--- config.mk ---
export PLATFORM = sky130hd
export DESIGN_NAME = crc_cond_engine
export DESIGN_NICKNAME = d
export VERILOG_FILES = /design/src/rtl/crc_cond_pkg.sv /design/src/rtl/crc_cond_ctrl.sv /design/src/rtl/crc_cond_shaper.sv /design/src/rtl/crc_cond_update.sv /design/src/rtl/crc_cond_engine.sv
export SDC_FILE = /design/constraint.sdc
export NUM_CORES = 1
export LEC_CHECK = 0
export ABC_AREA = 1
export BUFFER_PORTS_ARGS = -buffer_cell sky130_fd_sc_hd__buf_4
export CORE_MARGIN = 5
export CORE_UTILIZATION = 63
export CTS_CLUSTER_DIAMETER = 30
export DETAILED_ROUTE_END_ITERATION = 8
export HOLD_SLACK_MARGIN = 0.02
export PLACE_DENSITY = 0.89
export SLEW_MARGIN = 0
export SYNTH_ARGS = -nofsm -noshare
export SYNTH_HDL_FRONTEND = slang
export SYNTH_HIERARCHICAL = 1
export SYNTH_SLANG_ARGS = --single-unit
export TNS_END_PERCENT = 20
--- constraint.sdc ---
create_clock -name clk -period 5.7 [get_ports clk]
set_input_delay 0.855 -clock clk [delete_from_list [all_inputs] [get_ports clk]]
set_output_delay 0.855 -clock clk [all_outputs]
set_load 0.05 [all_outputs]
--- src/rtl/crc_cond_pkg.sv ---
package crc_cond_pkg;

    localparam int WORD_W = 32;
    localparam int BYTE_W = 8;
    localparam int NBYTES = WORD_W / BYTE_W;

    typedef logic [WORD_W-1:0] word_t;
    typedef logic [BYTE_W-1:0] byte_t;

    typedef enum logic [1:0] {
        ORD_KEEP    = 2'd0,
        ORD_SWAP_B  = 2'd1,
        ORD_SWAP_H  = 2'd2,
        ORD_SWAP_BH = 2'd3
    } order_e;

    typedef enum logic [1:0] {
        SEED_KEEP0 = 2'd0,
        SEED_KEEP1 = 2'd1,
        SEED_ZERO  = 2'd2,
        SEED_ONES  = 2'd3
    } seed_e;

    typedef enum logic {
        WIDTH_WORD = 1'b0,
        WIDTH_BYTE = 1'b1
    } width_e;

    typedef struct packed {
        width_e width;
        order_e order;
        logic   mirror;
    } cfg_t;

    localparam cfg_t CFG_RESET = '{width: WIDTH_WORD, order: ORD_KEEP, mirror: 1'b0};

    function automatic word_t reorder(word_t w, order_e m);
        word_t r;
        case (m)
            ORD_SWAP_B:  r = {w[23:16], w[31:24], w[7:0], w[15:8]};
            ORD_SWAP_H:  r = {w[15:0], w[31:16]};
            ORD_SWAP_BH: r = {w[7:0], w[15:8], w[23:16], w[31:24]};
            default:     r = w;
        endcase
        return r;
    endfunction

    function automatic byte_t flip_byte(byte_t b);
        byte_t r;
        for (int i = 0; i < BYTE_W; i++) r[i] = b[BYTE_W-1-i];
        return r;
    endfunction

    function automatic word_t crc_word(word_t crc, word_t d, word_t poly);
        word_t c = crc;
        for (int i = WORD_W - 1; i >= 0; i--) begin
            if (c[WORD_W-1] ^ d[i]) c = {c[WORD_W-2:0], 1'b0} ^ poly;
            else                   c = {c[WORD_W-2:0], 1'b0};
        end
        return c;
    endfunction

    function automatic word_t crc_byte(word_t crc, byte_t d, word_t poly);
        word_t c = crc;
        for (int i = BYTE_W - 1; i >= 0; i--) begin
            if (c[WORD_W-1] ^ d[i]) c = {c[WORD_W-2:0], 1'b0} ^ poly;
            else                   c = {c[WORD_W-2:0], 1'b0};
        end
        return c;
    endfunction

endpackage

--- src/rtl/crc_cond_ctrl.sv ---
module crc_cond_ctrl
    import crc_cond_pkg::*;
(
    input  logic  clk,
    input  logic  rst,
    input  logic  we,
    input  seed_e init_code,
    input  cfg_t  cfg_new,
    output cfg_t  cfg_eff,
    output logic  reseed,
    output word_t seed
);
    cfg_t cfg_q;

    always_ff @(posedge clk) begin
        if (rst)     cfg_q <= CFG_RESET;
        else if (we) cfg_q <= cfg_new;
    end

    always_comb begin
        cfg_eff = we ? cfg_new : cfg_q;
        reseed  = we && (init_code == SEED_ZERO || init_code == SEED_ONES);
        seed    = (init_code == SEED_ONES) ? '1 : '0;
    end
endmodule

--- src/rtl/crc_cond_shaper.sv ---
module crc_cond_shaper
    import crc_cond_pkg::*;
(
    input  logic  clk,
    input  logic  rst,
    input  cfg_t  cfg,
    input  word_t din,
    output word_t dout
);
    word_t ordered;
    word_t flipped;

    always_comb begin
        if (cfg.width == WIDTH_BYTE)
            ordered = {{(WORD_W-BYTE_W){1'b0}}, din[BYTE_W-1:0]};
        else
            ordered = reorder(din, cfg.order);
    end

    for (genvar g = 0; g < NBYTES; g++) begin : g_lane
        assign flipped[g*BYTE_W +: BYTE_W] = flip_byte(ordered[g*BYTE_W +: BYTE_W]);
    end

    assign dout = cfg.mirror ? flipped : ordered;


    weight_keep_chk: assert property (@(posedge clk) disable iff (rst)
        (cfg.width == WIDTH_WORD) |-> ($countones(dout) == $countones(din)));


    byte_weight_chk: assert property (@(posedge clk) disable iff (rst)
        (cfg.width == WIDTH_BYTE) |-> ($countones(dout) == $countones(din[BYTE_W-1:0])));
endmodule

--- src/rtl/crc_cond_update.sv ---
module crc_cond_update
    import crc_cond_pkg::*;
#(
    parameter logic [31:0] POLY = 32'h04C11DB7
) (
    input  width_e width,
    input  word_t  base,
    input  word_t  data,
    output word_t  next
);
    always_comb begin
        if (width == WIDTH_BYTE) next = crc_byte(base, data[BYTE_W-1:0], POLY);
        else                     next = crc_word(base, data, POLY);
    end
endmodule

--- src/rtl/crc_cond_engine.sv ---
module crc_cond_engine
    import crc_cond_pkg::*;
#(
    parameter logic [31:0] POLY = 32'h04C11DB7
) (
    input  logic        clk,
    input  logic        rst,
    input  logic        ctrl_we,
    input  logic [1:0]  ctrl_init,
    input  logic        ctrl_size,
    input  logic [1:0]  ctrl_endian,
    input  logic        ctrl_bitrev,
    input  logic        data_we,
    input  logic [31:0] data_in,
    output logic [31:0] remainder_o,
    output logic [31:0] result_o
);
    cfg_t  cfg_new;
    cfg_t  cfg_eff;
    logic  reseed;
    word_t seed;
    word_t shaped;
    word_t base;
    word_t updated;
    word_t rem_q;

    assign cfg_new = '{width: width_e'(ctrl_size), order: order_e'(ctrl_endian),
                       mirror: ctrl_bitrev};

    crc_cond_ctrl u_ctrl (
        .clk       (clk),
        .rst       (rst),
        .we        (ctrl_we),
        .init_code (seed_e'(ctrl_init)),
        .cfg_new   (cfg_new),
        .cfg_eff   (cfg_eff),
        .reseed    (reseed),
        .seed      (seed)
    );

    crc_cond_shaper u_shaper (
        .clk  (clk),
        .rst  (rst),
        .cfg  (cfg_eff),
        .din  (data_in),
        .dout (shaped)
    );

    assign base = reseed ? seed : rem_q;

    crc_cond_update #(.POLY(POLY)) u_update (
        .width (cfg_eff.width),
        .base  (base),
        .data  (shaped),
        .next  (updated)
    );

    always_ff @(posedge clk) begin
        if (rst)          rem_q <= '1;
        else if (data_we) rem_q <= updated;
        else              rem_q <= base;
    end

    assign remainder_o = rem_q;
    assign result_o    = ~rem_q;


    reseed_zero_chk: assert property (@(posedge clk) disable iff (rst)
        (ctrl_we && ctrl_init == 2'd2 && !data_we) |=> (remainder_o == 32'h0));


    reseed_ones_chk: assert property (@(posedge clk) disable iff (rst)
        (ctrl_we && ctrl_init == 2'd3 && !data_we) |=> (remainder_o == 32'hFFFFFFFF));


    keep_code_chk: assert property (@(posedge clk) disable iff (rst)
        (ctrl_we && !ctrl_init[1] && !data_we) |=> $stable(remainder_o));


    idle_hold_chk: assert property (@(posedge clk) disable iff (rst)
        (!ctrl_we && !data_we) |=> $stable(remainder_o));
endmodule

**Word-level counts from Yosys, hierarchy flattened**

Index checks and enable logic that the tools add are counted.

- Equality and inequality tests: 5
- Muxes and demuxes: 86
- Bitwise gates (word level): 80
- Reduce and logical (&&, ||, !) cells: 2

Operator list:

| operator | count |
|---|---|
| $mux W32 | 44 |
| $mux W27 | 40 |
| $not A14 Y14 | 39 |
| $pmux W32 S3 | 1 |
| $xor A1 B1 Y1 | 40 |
| $not A32 Y32 | 1 |
| $eq A2 B2 Y1 const B | 4 |
| $mux W4 | 1 |
| $eq A2 B1 Y1 const B | 1 |
| $logic_and A1 B1 Y1 | 1 |
| $logic_or A1 B1 Y1 | 1 |

- Bits in registers: 36
- Bits of input ports: 42
- Output and inout port bits: 64
- Word-level logic and storage cells: 177

**Logic depth before layout (Yosys ltp)**

Gate-level depths: netlist (run 1).

- Depth in word-level cells: 102
- Mapped depth: 42
- Depth with buffers taken out: 40

**Modules after synthesis**

Netlist (run 1), hierarchy kept.

Modules (own cells, without submodules):

| module | times used | cells an instance | area each (µm²) | sequential area each (µm²) |
|---|---|---|---|---|
| crc_cond_update | 1 | 1195 | 6532.5 | 0.0 |
| crc_cond_engine | 1 | 307 | 1895.6 | 640.6 |
| crc_cond_shaper | 1 | 347 | 1511.4 | 0.0 |
| crc_cond_ctrl | 1 | 68 | 439.2 | 80.1 |

**Worst setup path before layout (run 1)**

Ideal clock, no wire load.

- Path type: input to register
- Start point: input port ctrl_we
- End point: register rem_q[17], in the netlist remainder_o[17]
- Arrival: 4157 ps
- Data required time: 5585 ps
- Slack: 1429 ps
- Stages: 38
- Cells stage by stage: inv_2 > nand2_1 > nand2_1 > inv_1 > buf_2 > nor2_2 > buf_2 > a21oi_1 > nand3_1 > nand2_1 > inv_1 > nand2_1 > nand2_2 > nand2_4 > nand2_4 > buf_6 > nand3_2 > nand2_2 > [2 not listed] > inv_4 > nand2_1 > nand2_2 > nand2_1 > nand2_2 > nand2_1 > nand2_4 > nand2_1 > nand2_2 > nand2_1 > nand2_1 > or2_1 > nand2_1 > nand2_1 > nand3_1 > nand2_1 > a21oi_1 > nand2_1

RTL lines:

| what | line | text |
|---|---|---|
| start, declared | crc_cond_engine.sv:8 | `input logic ctrl_we,` |
| end signal, assigned | crc_cond_engine.sv:60 | `else if (data_we) rem_q <= updated;` |
| end signal, assigned | crc_cond_engine.sv:61 | `else rem_q <= base;` |
| end, declared | crc_cond_engine.sv:25 | `word_t rem_q;` |

==> metrics.yaml, run 1 <==
global_routing:
  busiest_layer: "met2"
  grt_pass1_wl_microns: 58500
  grtUsageMet3: 0.0611
  antenna_found_initial: 0
  grt_usage: 0.371
  gr-total-overflow: 0
  met1_usage: 0.474
  met2_usage: 0.605
  grt_max_degree: 41
  grt_pass1_vias: 11122
worst_setup_path:
  r2r_slack_ns: 0.99
  endpoint_kind: "flop"
  slowest_delay_ns: 0.23
  setup.worst_path.class: "input port to flop"
  path_delay_family: "simple AND/OR/NAND/NOR gates"
  r2r-end: "remainder_o[30]"
  worst-path-max-fanout: 10
  crit_slowest_cell: "or2_1"
  cp_data_arrival_time_ns: 5.26
  start_kind: "input port"
  r2r_start: "u_ctrl/cfg_q[2]"
  cp.required_ns: 5.88
  reg2reg_depth: 36
  crit_buf_inv: 9
  cp_common_cell: "nand2_1"
logic_synthesis:
  synthMuxAreaShare: 0
  yosysTopAreaCell: "nand2_1"
  synth_compound_area_frac: 0.0615
  avgSynthCellArea_sq_um: 5.41
  synth_area_sq_mm: 0.0104
  synthCells: 1917
  yosysSeqAreaShare: 0.0694
  synth_top_family_by_area: "simple AND/OR/NAND/NOR gates"
  synthTopCellsByArea: "nand2_1 26%, nand3_1 14%, xor2_1 11%"
  synth_cell_types: 41
  yosysTopAreaCellShare: 0.260
  synthSimpleGateAreaFrac: 0.585
  yosysWarnings: 6
  yosys.area_share.adder: 0
  synth_nets: 1959
  synth_xor_area_frac: 0.144
  synth_seq_cells: 36
layout:
  n_antenna_cell: 0
  area_growth_pct: 10.2
  seq_area_sq_um: 721
  layout_commonest_cell: "nand2_1"
  layout.nets: 2034
  n_fill_cell: 1573
  drive_gt1_frac: 0.182
  layout_common_cells: "720 x nand2_1, 286 x nand3_1, 221 x inv_1"
  final_util: 0.700
  multiInputGateArea_sq_mm: 0.00820
sta:
  max_freq_ghz: 0.197
  maxSlewViolCount: 0
  hold_violations: 0
  finalCritPeriodShare: 0.891
  finalSetupViolCount: 0
  max-slew-margin-rel: 0.292
  worst_pin_slew_ns: 1.05
  fin_setup_tns_ns: 0
  rsz0062_at_grt: "false"
  fin_crit_ns: 5.08
  fin_skew_ns: 0.00375
routing:
  routed_wl_microns: 37400
  vias_per_cell: 5.60
  drc: 0
  antenna_left: 0
  drtIter0Drc: 1301
  firstDrtPassIters: 7
  post_drt_wl_per_cell_microns: 16.9
  vias: 12391
clock_network:
  clockRootBuffer: "clkbuf_16"
  h-tree-depth: 2
  path_clk_slew_ns: 0.06
  post_cts_buffers: 0
  cts_tree: "done"
  cts_hold_buf: 0
  postCtsResizedCells: 0
  clockBufferDepth: 2
  cts.sinks: 36
  insertion_delay_ns: 0.29
  numCtsBuffers: 5
flow_run:
  max_cap_violations: 0
die:
  floorplan.initialDensity: 0.635
  die_h_microns: 138
  core.rowCount: 47
  die_w_microns: 138
  ios: 106
  core-area_sq_mm: 0.0163
  dieArea_sq_mm: 0.0191
placed_design:
  dp_hpwl_microns: 30900
  numPortBuffers: 105
  place.gp.congestion: 1.03
min_path:
  hold_depth: 4
  hold_start: "u_ctrl/cfg_q[0]"
  hold_end: "u_ctrl/cfg_q[0]"
  hold_class: "flop to flop"
run_status:
  outcome: "complete, no violations"
-- state kept, by name, summed over array words and instances (netlist names) --
name / flops
remainder_o: 32
u_ctrl/cfg_q: 4
-- worst max-delay path by stage --
stage                     startpoint               to  slack [ns]  depth (start not counted)
after floorplan              ctrl_we  remainder_o[17]        1.43                         38
after global routing         ctrl_we  remainder_o[10]        0.26                         41
final                        ctrl_we  remainder_o[30]        0.62                         37
after global placement       ctrl_we  remainder_o[30]        0.58                         37
after CTS                    ctrl_we  remainder_o[12]        0.78                         39
after detailed placement     ctrl_we  remainder_o[11]        0.48                         39
-- cell usage after synthesis, drive strengths merged --
| library cell | instances |
|---|---|
| dfxtp | 36 |
| o21a | 1 |
| a21o | 3 |
| and2 | 32 |
| o211ai | 1 |
| nand2b | 1 |
| nand3b | 10 |
| buf | 65 |
| xor2 | 130 |
| a21oi | 66 |
| nand3 | 304 |
| o21ai | 49 |
| o21bai | 1 |
| nand4 | 2 |
| nor2 | 39 |
| xnor2 | 37 |
| o22ai | 1 |
| nand2 | 858 |
| clkbuf | 16 |
| inv | 252 |
| a31oi | 1 |
| or2 | 12 |
-- logic make-up (layout without fill, tap and decap cells) --
family                 after synthesis  after routing
AO/OA/AOI/OAI                      123            123
XOR/XNOR                           167            167
buffers and inverters              333            409
flip-flops                          36             36
AND/OR/NAND/NOR                   1258           1258
-- worst register-to-register path, delay by kind of cell (launching register included) --
kind	cells	cell delay, ns
DFF	1	0.31
AOI/OAI and AO/OA	2	0.33
and+or+nand+nor	25	2.78
buffers and inverters	8	1.02
xor gates and xnor gates	1	0.17
-- per-layer routing --
layer  share of wire  vias to the layer above
met5               0                        -
met4           0.064                        0
met3           0.098                      165
met2            0.44                      667
met1            0.39                     5511
li1                -                     6048
-- area by class of cell --
type / count / area share
Clock buffer: 5 / 0.0109
Tap cell: 220 / 0.0241
Clock inverter: 3 / 0.00164
Sequential cell: 36 / 0.0630
Multi-Input combinational cell: 1548 / 0.717
Timing Repair Buffer: 149 / 0.100
Inverter: 252 / 0.0836
-- stage by stage --
step                      instances  hold WS [ns]  instance area (sq um)  worst slack, ns
final                          2213         0.549                  11400            0.621
after global routing           2213         0.601                  11400            0.259
after CTS                      2213         0.544                  11400            0.775
after detailed placement       2205         0.535                  11300            0.482
after global placement         2205         0.526                  11300            0.579
after floorplan                1917         0.496                  10400             1.43
Power of run 1 is not shown: default switching activity piles up to over one toggle a cycle in this logic, so the estimate is an artifact.
==> run 2: changes to the inputs <==
- CELL_PAD_IN_SITES_DETAIL_PLACEMENT: not set -> 0
- CELL_PAD_IN_SITES_GLOBAL_PLACEMENT: not set -> 1
- CORE_UTILIZATION: 63 -> 42
==> run 2 against run 1 <==
Final area increased by 2.3%. Register-to-register slack got worse by 0.13 ns. Sequential cell count unchanged. Wire length increased by 5.8%. Worst setup slack got worse by 0.19 ns. First-iteration DRC count decreased by 20%. Sequential share of layout area decreased by 0.14 points.
==> metrics.yaml, run 2 (synthesized netlist as in run 1, its figures left out) <==
flow_run:
  max_cap_violations: 0  # unchanged
global_routing:
  grt_pass1_vias: 10897  # -2.0%
  grt_max_degree: 37  # -9.8%
  grt_pass1_wl_microns: 61300  # +4.8%
  antenna_found_initial: 0  # unchanged
  grt_usage: 0.271  # -0.101
  gr-total-overflow: 0  # unchanged
routing:
  vias: 12019  # -3.0%
  post_drt_wl_per_cell_microns: 16.9  # +0.17%
  vias_per_cell: 5.14  # -8.1%
  routed_wl_microns: 39500  # +5.8%
  firstDrtPassIters: 6  # -1
  drtIter0Drc: 1037  # -20%
  drc: 0  # unchanged
  antenna_left: 0  # unchanged
sta:
  hold_violations: 0  # unchanged
  worst_pin_slew_ns: 1.11  # +0.0556 ns
  finalCritPeriodShare: 0.924  # +0.0330
  fin_crit_ns: 5.27  # +0.188 ns
  max-slew-margin-rel: 0.255  # -0.0373
  max_freq_ghz: 0.190  # -3.6%
  fin_skew_ns: 0.00538  # +0.00163 ns
  rsz0062_at_grt: "false"
  finalSetupViolCount: 0  # unchanged
  fin_setup_tns_ns: 0  # unchanged
  maxSlewViolCount: 0  # unchanged
clock_network:
  postCtsResizedCells: 0  # unchanged
  numCtsBuffers: 5  # unchanged
  cts_tree: "done"
  post_cts_buffers: 0  # unchanged
  cts.sinks: 36  # unchanged
  clockRootBuffer: "clkbuf_16"
  path_clk_slew_ns: 0.06  # about the same
  h-tree-depth: 2  # unchanged
  clockBufferDepth: 2  # unchanged
  insertion_delay_ns: 0.28  # about the same
  cts_hold_buf: 0  # unchanged
layout:
  fin_area_sq_mm: 0.0117  # +2.3%
  area_growth_pct: 12.8
  layout.nets: 2055  # +1.0%
  multiInputGateArea_sq_mm: 0.00820  # unchanged
  largest_reg_flops: 32  # unchanged
  fin_cells: 2337  # +5.6%
  seq_area_sq_um: 721  # unchanged
  n_antenna_cell: 0  # unchanged
  layout_common_cells: "720 x nand2_1, 286 x nand3_1, 221 x inv_1"
  n_fill_cell: 2687  # +71%
  layout_commonest_cell: "nand2_1"
  drive_gt1_frac: 0.189  # +0.00763
placed_design:
  dp_cells: 2330  # +5.7%
  dpl-instance-area_sq_mm: 0.0116  # +2.4%
  place.gp.congestion: 0.975  # -5.6%
  dp_hpwl_microns: 33300  # +7.9%
  numPortBuffers: 105  # unchanged
run_status:
  outcome: "complete, no violations"
die:
  ios: 106  # unchanged
  die_h_microns: 167  # +21%
  core.rowCount: 57  # +21%
  core-area_sq_mm: 0.0243  # +49%
  die_w_microns: 167  # +21%
  dieArea_sq_mm: 0.0280  # +46%
  floorplan.initialDensity: 0.427  # -0.208
worst_setup_path:
  r2r_slack_ns: 0.86  # -0.13 ns
  r2r_start: "u_ctrl/cfg_q[2]"
  cp.required_ns: 5.87  # about the same
  r2r-end: "remainder_o[25]"
  crit_slowest_cell: "buf_4"
  start_kind: "input port"
  cp_common_cell: "nand2_1"
  cp_data_arrival_time_ns: 5.44  # +0.18 ns
  slowest_delay_ns: 0.30  # +0.07 ns
  setup.worst_path.class: "input port to flop"
  endpoint_kind: "flop"
  reg2reg_depth: 35  # -2.8%
  worst-path-max-fanout: 32  # +22
min_path:
  hold_start: "u_ctrl/cfg_q[1]"
  hold_class: "flop to flop"
  hold_depth: 4  # unchanged
  hold_end: "u_ctrl/cfg_q[1]"
## run 2: changes by cell type in the layout (fill, tap and decap cells not counted), sizes merged
cell    previous run  this run
buf              149       170
clkbuf             5         6
clkinv             3         1
## run 2: final cells by class
cell class                      count  area share
Clock buffer                        6      0.0110
Clock inverter                      1    0.000428
Inverter                          252      0.0817
Multi-Input combinational cell   1548       0.701
Sequential cell                    36      0.0616
Tap cell                          324      0.0346
Timing Repair Buffer              170       0.110
## run 2: layer usage
metal | routed length (microns) | track usage | part of all wire
met5 | 0 | 0 | 0
met2 | 18700 | 0.479 | 0.47
met1 | 17200 | 0.361 | 0.44
met3 | 2640 | 0.0266 | 0.067
met4 | 928 | 0.0515 | 0.023
## run 2: how the worst max path moves through the flow
| stage | startpoint | end | slack, ns | cells after the start |
|---|---|---|---|---|
| final | ctrl_we | remainder_o[25] | 0.43 | 37 |
| after global placement | ctrl_we | remainder_o[25] | 0.29 | 37 |
| after floorplan | ctrl_we | remainder_o[17] | 1.43 | 38 |
| after CTS | ctrl_we | remainder_o[25] | 0.53 | 37 |
| after global routing | ctrl_we | remainder_o[18] | 0.07 | 32 |
| after detailed placement | ctrl_we | remainder_o[25] | 0.26 | 37 |
## run 2: worst max-delay path: cells and delay by family
family                    cells  cell delay, ns
AOI/OAI and AO/OA             3            0.36
and+or+nand+nor              24            2.71
xor gates and xnor gates      1            0.21
buffers and inverters         9            1.26
## run 2: through the flow
| stage | hold slack [ns] | util | worst slack [ns] |
|---|---|---|---|
| final | 0.538 | 0.481 | 0.433 |
| after floorplan | 0.496 | - | 1.43 |
| after global routing | 0.576 | 0.481 | 0.0728 |
| after detailed placement | 0.526 | 0.476 | 0.258 |
| after global placement | 0.529 | 0.476 | 0.291 |
| after CTS | 0.537 | 0.481 | 0.534 |
Power of run 2 is left out for the same reason.
==> run 3: changes to the inputs <==
- ABC_AREA: 1 -> not set
- CORE_UTILIZATION: 42 -> 48
==> run 3 against run 2 <==
Wire length down 40%. Core utilization up 15 points. Via count down 48%. Hold slack better by 0.16 ns. Clock skew down 0.0034 ns. Critical path depth down 15. Final cell count down 49%. Worst setup slack worse by 0.37 ns. Fmax down 6.5%. Global-route usage down 3.8 points.
==> metrics.yaml, run 3 <==
clock_network:
  path_clk_slew_ns: 0.06  # about the same
  h-tree-depth: 2  # unchanged
  clockRootBuffer: "clkbuf_16"
  cts_hold_buf: 0  # unchanged
  insertion_delay_ns: 0.28  # about the same
  clockBufferDepth: 2  # unchanged
  cts_tree: "done"
  numCtsBuffers: 5  # unchanged
  cts.sinks: 36  # unchanged
die:
  core.rowCount: 47  # -18%
  ios: 106  # unchanged
  die_h_microns: 139  # -17%
  die_w_microns: 139  # -17%
  core-area_sq_mm: 0.0164  # -33%
  floorplan.initialDensity: 0.484  # +0.0574
  dieArea_sq_mm: 0.0192  # -31%
global_routing:
  antenna_found_initial: 0  # unchanged
  grt_usage: 0.233  # -0.0379
  gr-total-overflow: 0  # unchanged
  met2_usage: 0.384  # -0.0948
  grt_max_degree: 69  # +86%
  met1_usage: 0.310  # -0.0515
  grt_pass1_wl_microns: 35600  # -42%
  grtUsageMet3: 0.0469  # +0.0203
  grt_pass1_vias: 6270  # -42%
  busiest_layer: "met2"
worst_setup_path:
  r2r_start: "u_ctrl/cfg_q[2]"
  r2r_slack_ns: 0.51  # -0.35 ns
  reg2reg_depth: 21  # -40%
  slowest_delay_ns: 0.49  # +0.19 ns
  crit_slowest_cell: "xnor3_2"
  crit_chain: "buf_4, mux2_4, buf_12, mux2i_4, o22ai_2, mux2_4, xor2_2, buf_4, xnor2_1, buf_4, xnor3_4, xnor2_1, buf_4, xnor3_1, xnor3_2, xor2_1, buf_4, buf_4, xnor2_1, mux2i_1, or3b_1, o31a_1"
  endpoint_kind: "flop"
  start_kind: "input port"
  cp_common_cell: "buf_4"
  cp_data_arrival_time_ns: 5.81  # +0.37 ns
  cp.required_ns: 5.87  # about the same
  r2r-end: "remainder_o[8]"
  worst-path-max-fanout: 10  # -69%
  setup.worst_path.class: "input port to flop"
logic_synthesis:
  synth_edf_count: 0  # unchanged
  yosysSeqAreaShare: 0.0907  # +0.0213
  async_flop_share: 0  # unchanged
  synthTopCellsByArea: "xnor2_1 20%, xnor3_1 11%, dfxtp_1 9.1%"
  avgSynthCellArea_sq_um: 10.5  # +94%
  synth_cell_types: 41  # unchanged
  synth_seq_cells: 36  # unchanged
  yosysWarnings: 6  # unchanged
  yosysTopAreaCell: "xnor2_1"
  synthSimpleGateAreaFrac: 0.0712  # -0.513
  yosys.area_share.adder: 0  # unchanged
  synth_xor_area_frac: 0.513  # +0.369
  synth_top_flop_cell: "dfxtp_1"
  synthCells: 757  # -61%
  synth_nets: 799  # -59%
  synth.most_common_cell: "xnor2_1"
  synth_common_cells: "180 x xnor2_1, 56 x xor2_1, 41 x mux2i_1"
  synthMuxAreaShare: 0.152  # +0.152
  synth_compound_area_frac: 0.0882  # +0.0267
  yosysTopAreaCellShare: 0.198  # -0.0619
  synth_top_family_by_area: "XOR/XNOR gates"
  synth_area_sq_mm: 0.00794  # -23%
routing:
  drtIter0Drc: 503  # -51%
  drc: 0  # unchanged
  routed_wl_microns: 23800  # -40%
  vias_per_cell: 5.26  # +2.2%
  vias: 6252  # -48%
  firstDrtPassIters: 5  # -1
  antenna_left: 0  # unchanged
  post_drt_wl_per_cell_microns: 20.0  # +18%
placed_design:
  dp_cells: 1165  # -50%
  place.gp.congestion: 0.954  # -2.2%
  numPortBuffers: 105  # unchanged
  dp_hpwl_microns: 19100  # -43%
sta:
  fin_skew_ns: 0.00194  # -0.00344 ns
  max-slew-margin-rel: 0.510  # +0.255
  hold_violations: 0  # unchanged
  fin_setup_tns_ns: 0  # unchanged
  finalSetupViolCount: 0  # unchanged
  maxSlewViolCount: 0  # unchanged
  max_freq_ghz: 0.177  # -6.5%
  finalCritPeriodShare: 0.989  # +0.0647
  whs_ns: 0.697  # +0.159 ns
  fin_crit_ns: 5.64  # +0.369 ns
  worst_pin_slew_ns: 0.714  # -0.395 ns
layout:
  n_antenna_cell: 0  # unchanged
  area_growth_pct: 29.7
  drive_gt1_frac: 0.470  # +0.280
  final_util: 0.628  # +0.147
  n_fill_cell: 1292  # -52%
  layout_common_cells: "272 x buf_4, 168 x xnor2_1, 54 x xor2_1"
  fin_cells: 1189  # -49%
  largest_reg_flops: 32  # unchanged
  layout.nets: 1010  # -51%
  layout_commonest_cell: "buf_4"
run_status:
  outcome: "complete, no violations"
flow_run:
  max_cap_violations: 0  # unchanged
min_path:
  hold_class: "flop to flop"
  hold_depth: 2  # -2
  hold_end: "remainder_o[5]"
  hold_start: "remainder_o[5]"
==> run 3: cell type report <==
class | count | area, sq um | share of cell area
sequential | 36 | 721 | 0.0700
inverter | 32 | 120 | 0.0117
timing repair buffer | 277 | 2120 | 0.206
tap | 220 | 275 | 0.0267
clock inverter | 1 | 8.76 | 0.000850
clock buffer | 7 | 133 | 0.0129
multi-input combinational | 616 | 6920 | 0.672
==> run 3: metrics by stage <==
stage                     area (sq um)  worst slack, ns
after floorplan                   7950          -0.0344
after global placement            9640          -0.0667
after detailed placement          9640           -0.203
after CTS                         9780           0.0723
after global routing             10300           -0.177
final                            10300           0.0642
==> run 3: timing repair <==
item	CTS	global route
hold endpoints to repair	0	0
buffers inserted	0	16
endpoints found under the setup margin	0	17
resized for setup	0	65
==> run 3: per-layer routing <==
metal,up-vias,share of wire
met4,0,0.026
met3,37,0.070
met2,249,0.48
met5,-,0
li1,2980,-
met1,2986,0.42
==> run 3: worst max path at each step <==
stage	from	to	cells after the start
detailed placement	ctrl_we	remainder_o[14]	20
CTS	ctrl_we	remainder_o[14]	20
global placement	ctrl_we	remainder_o[10]	19
global route	ctrl_we	remainder_o[8]	23
floorplan	ctrl_we	remainder_o[7]	17
finish	ctrl_we	remainder_o[8]	22
==> run 3: cell families after synthesis <==
family	count (synthesis)
flops	36
buf+inv	105
mux	102
compound gates	102
simple gates	86
xor+xnor	326
==> run 3: worst max-delay path, delay by kind of cell <==
family,cells,cell delay [ns]
XOR/XNOR,8,2.21
multiplexers,4,1.01
AO/OA/AOI/OAI,2,0.23
AND/OR/NAND/NOR,1,0.40
buffers and inverters,7,1.09
Power of run 3 is left out for the same reason.
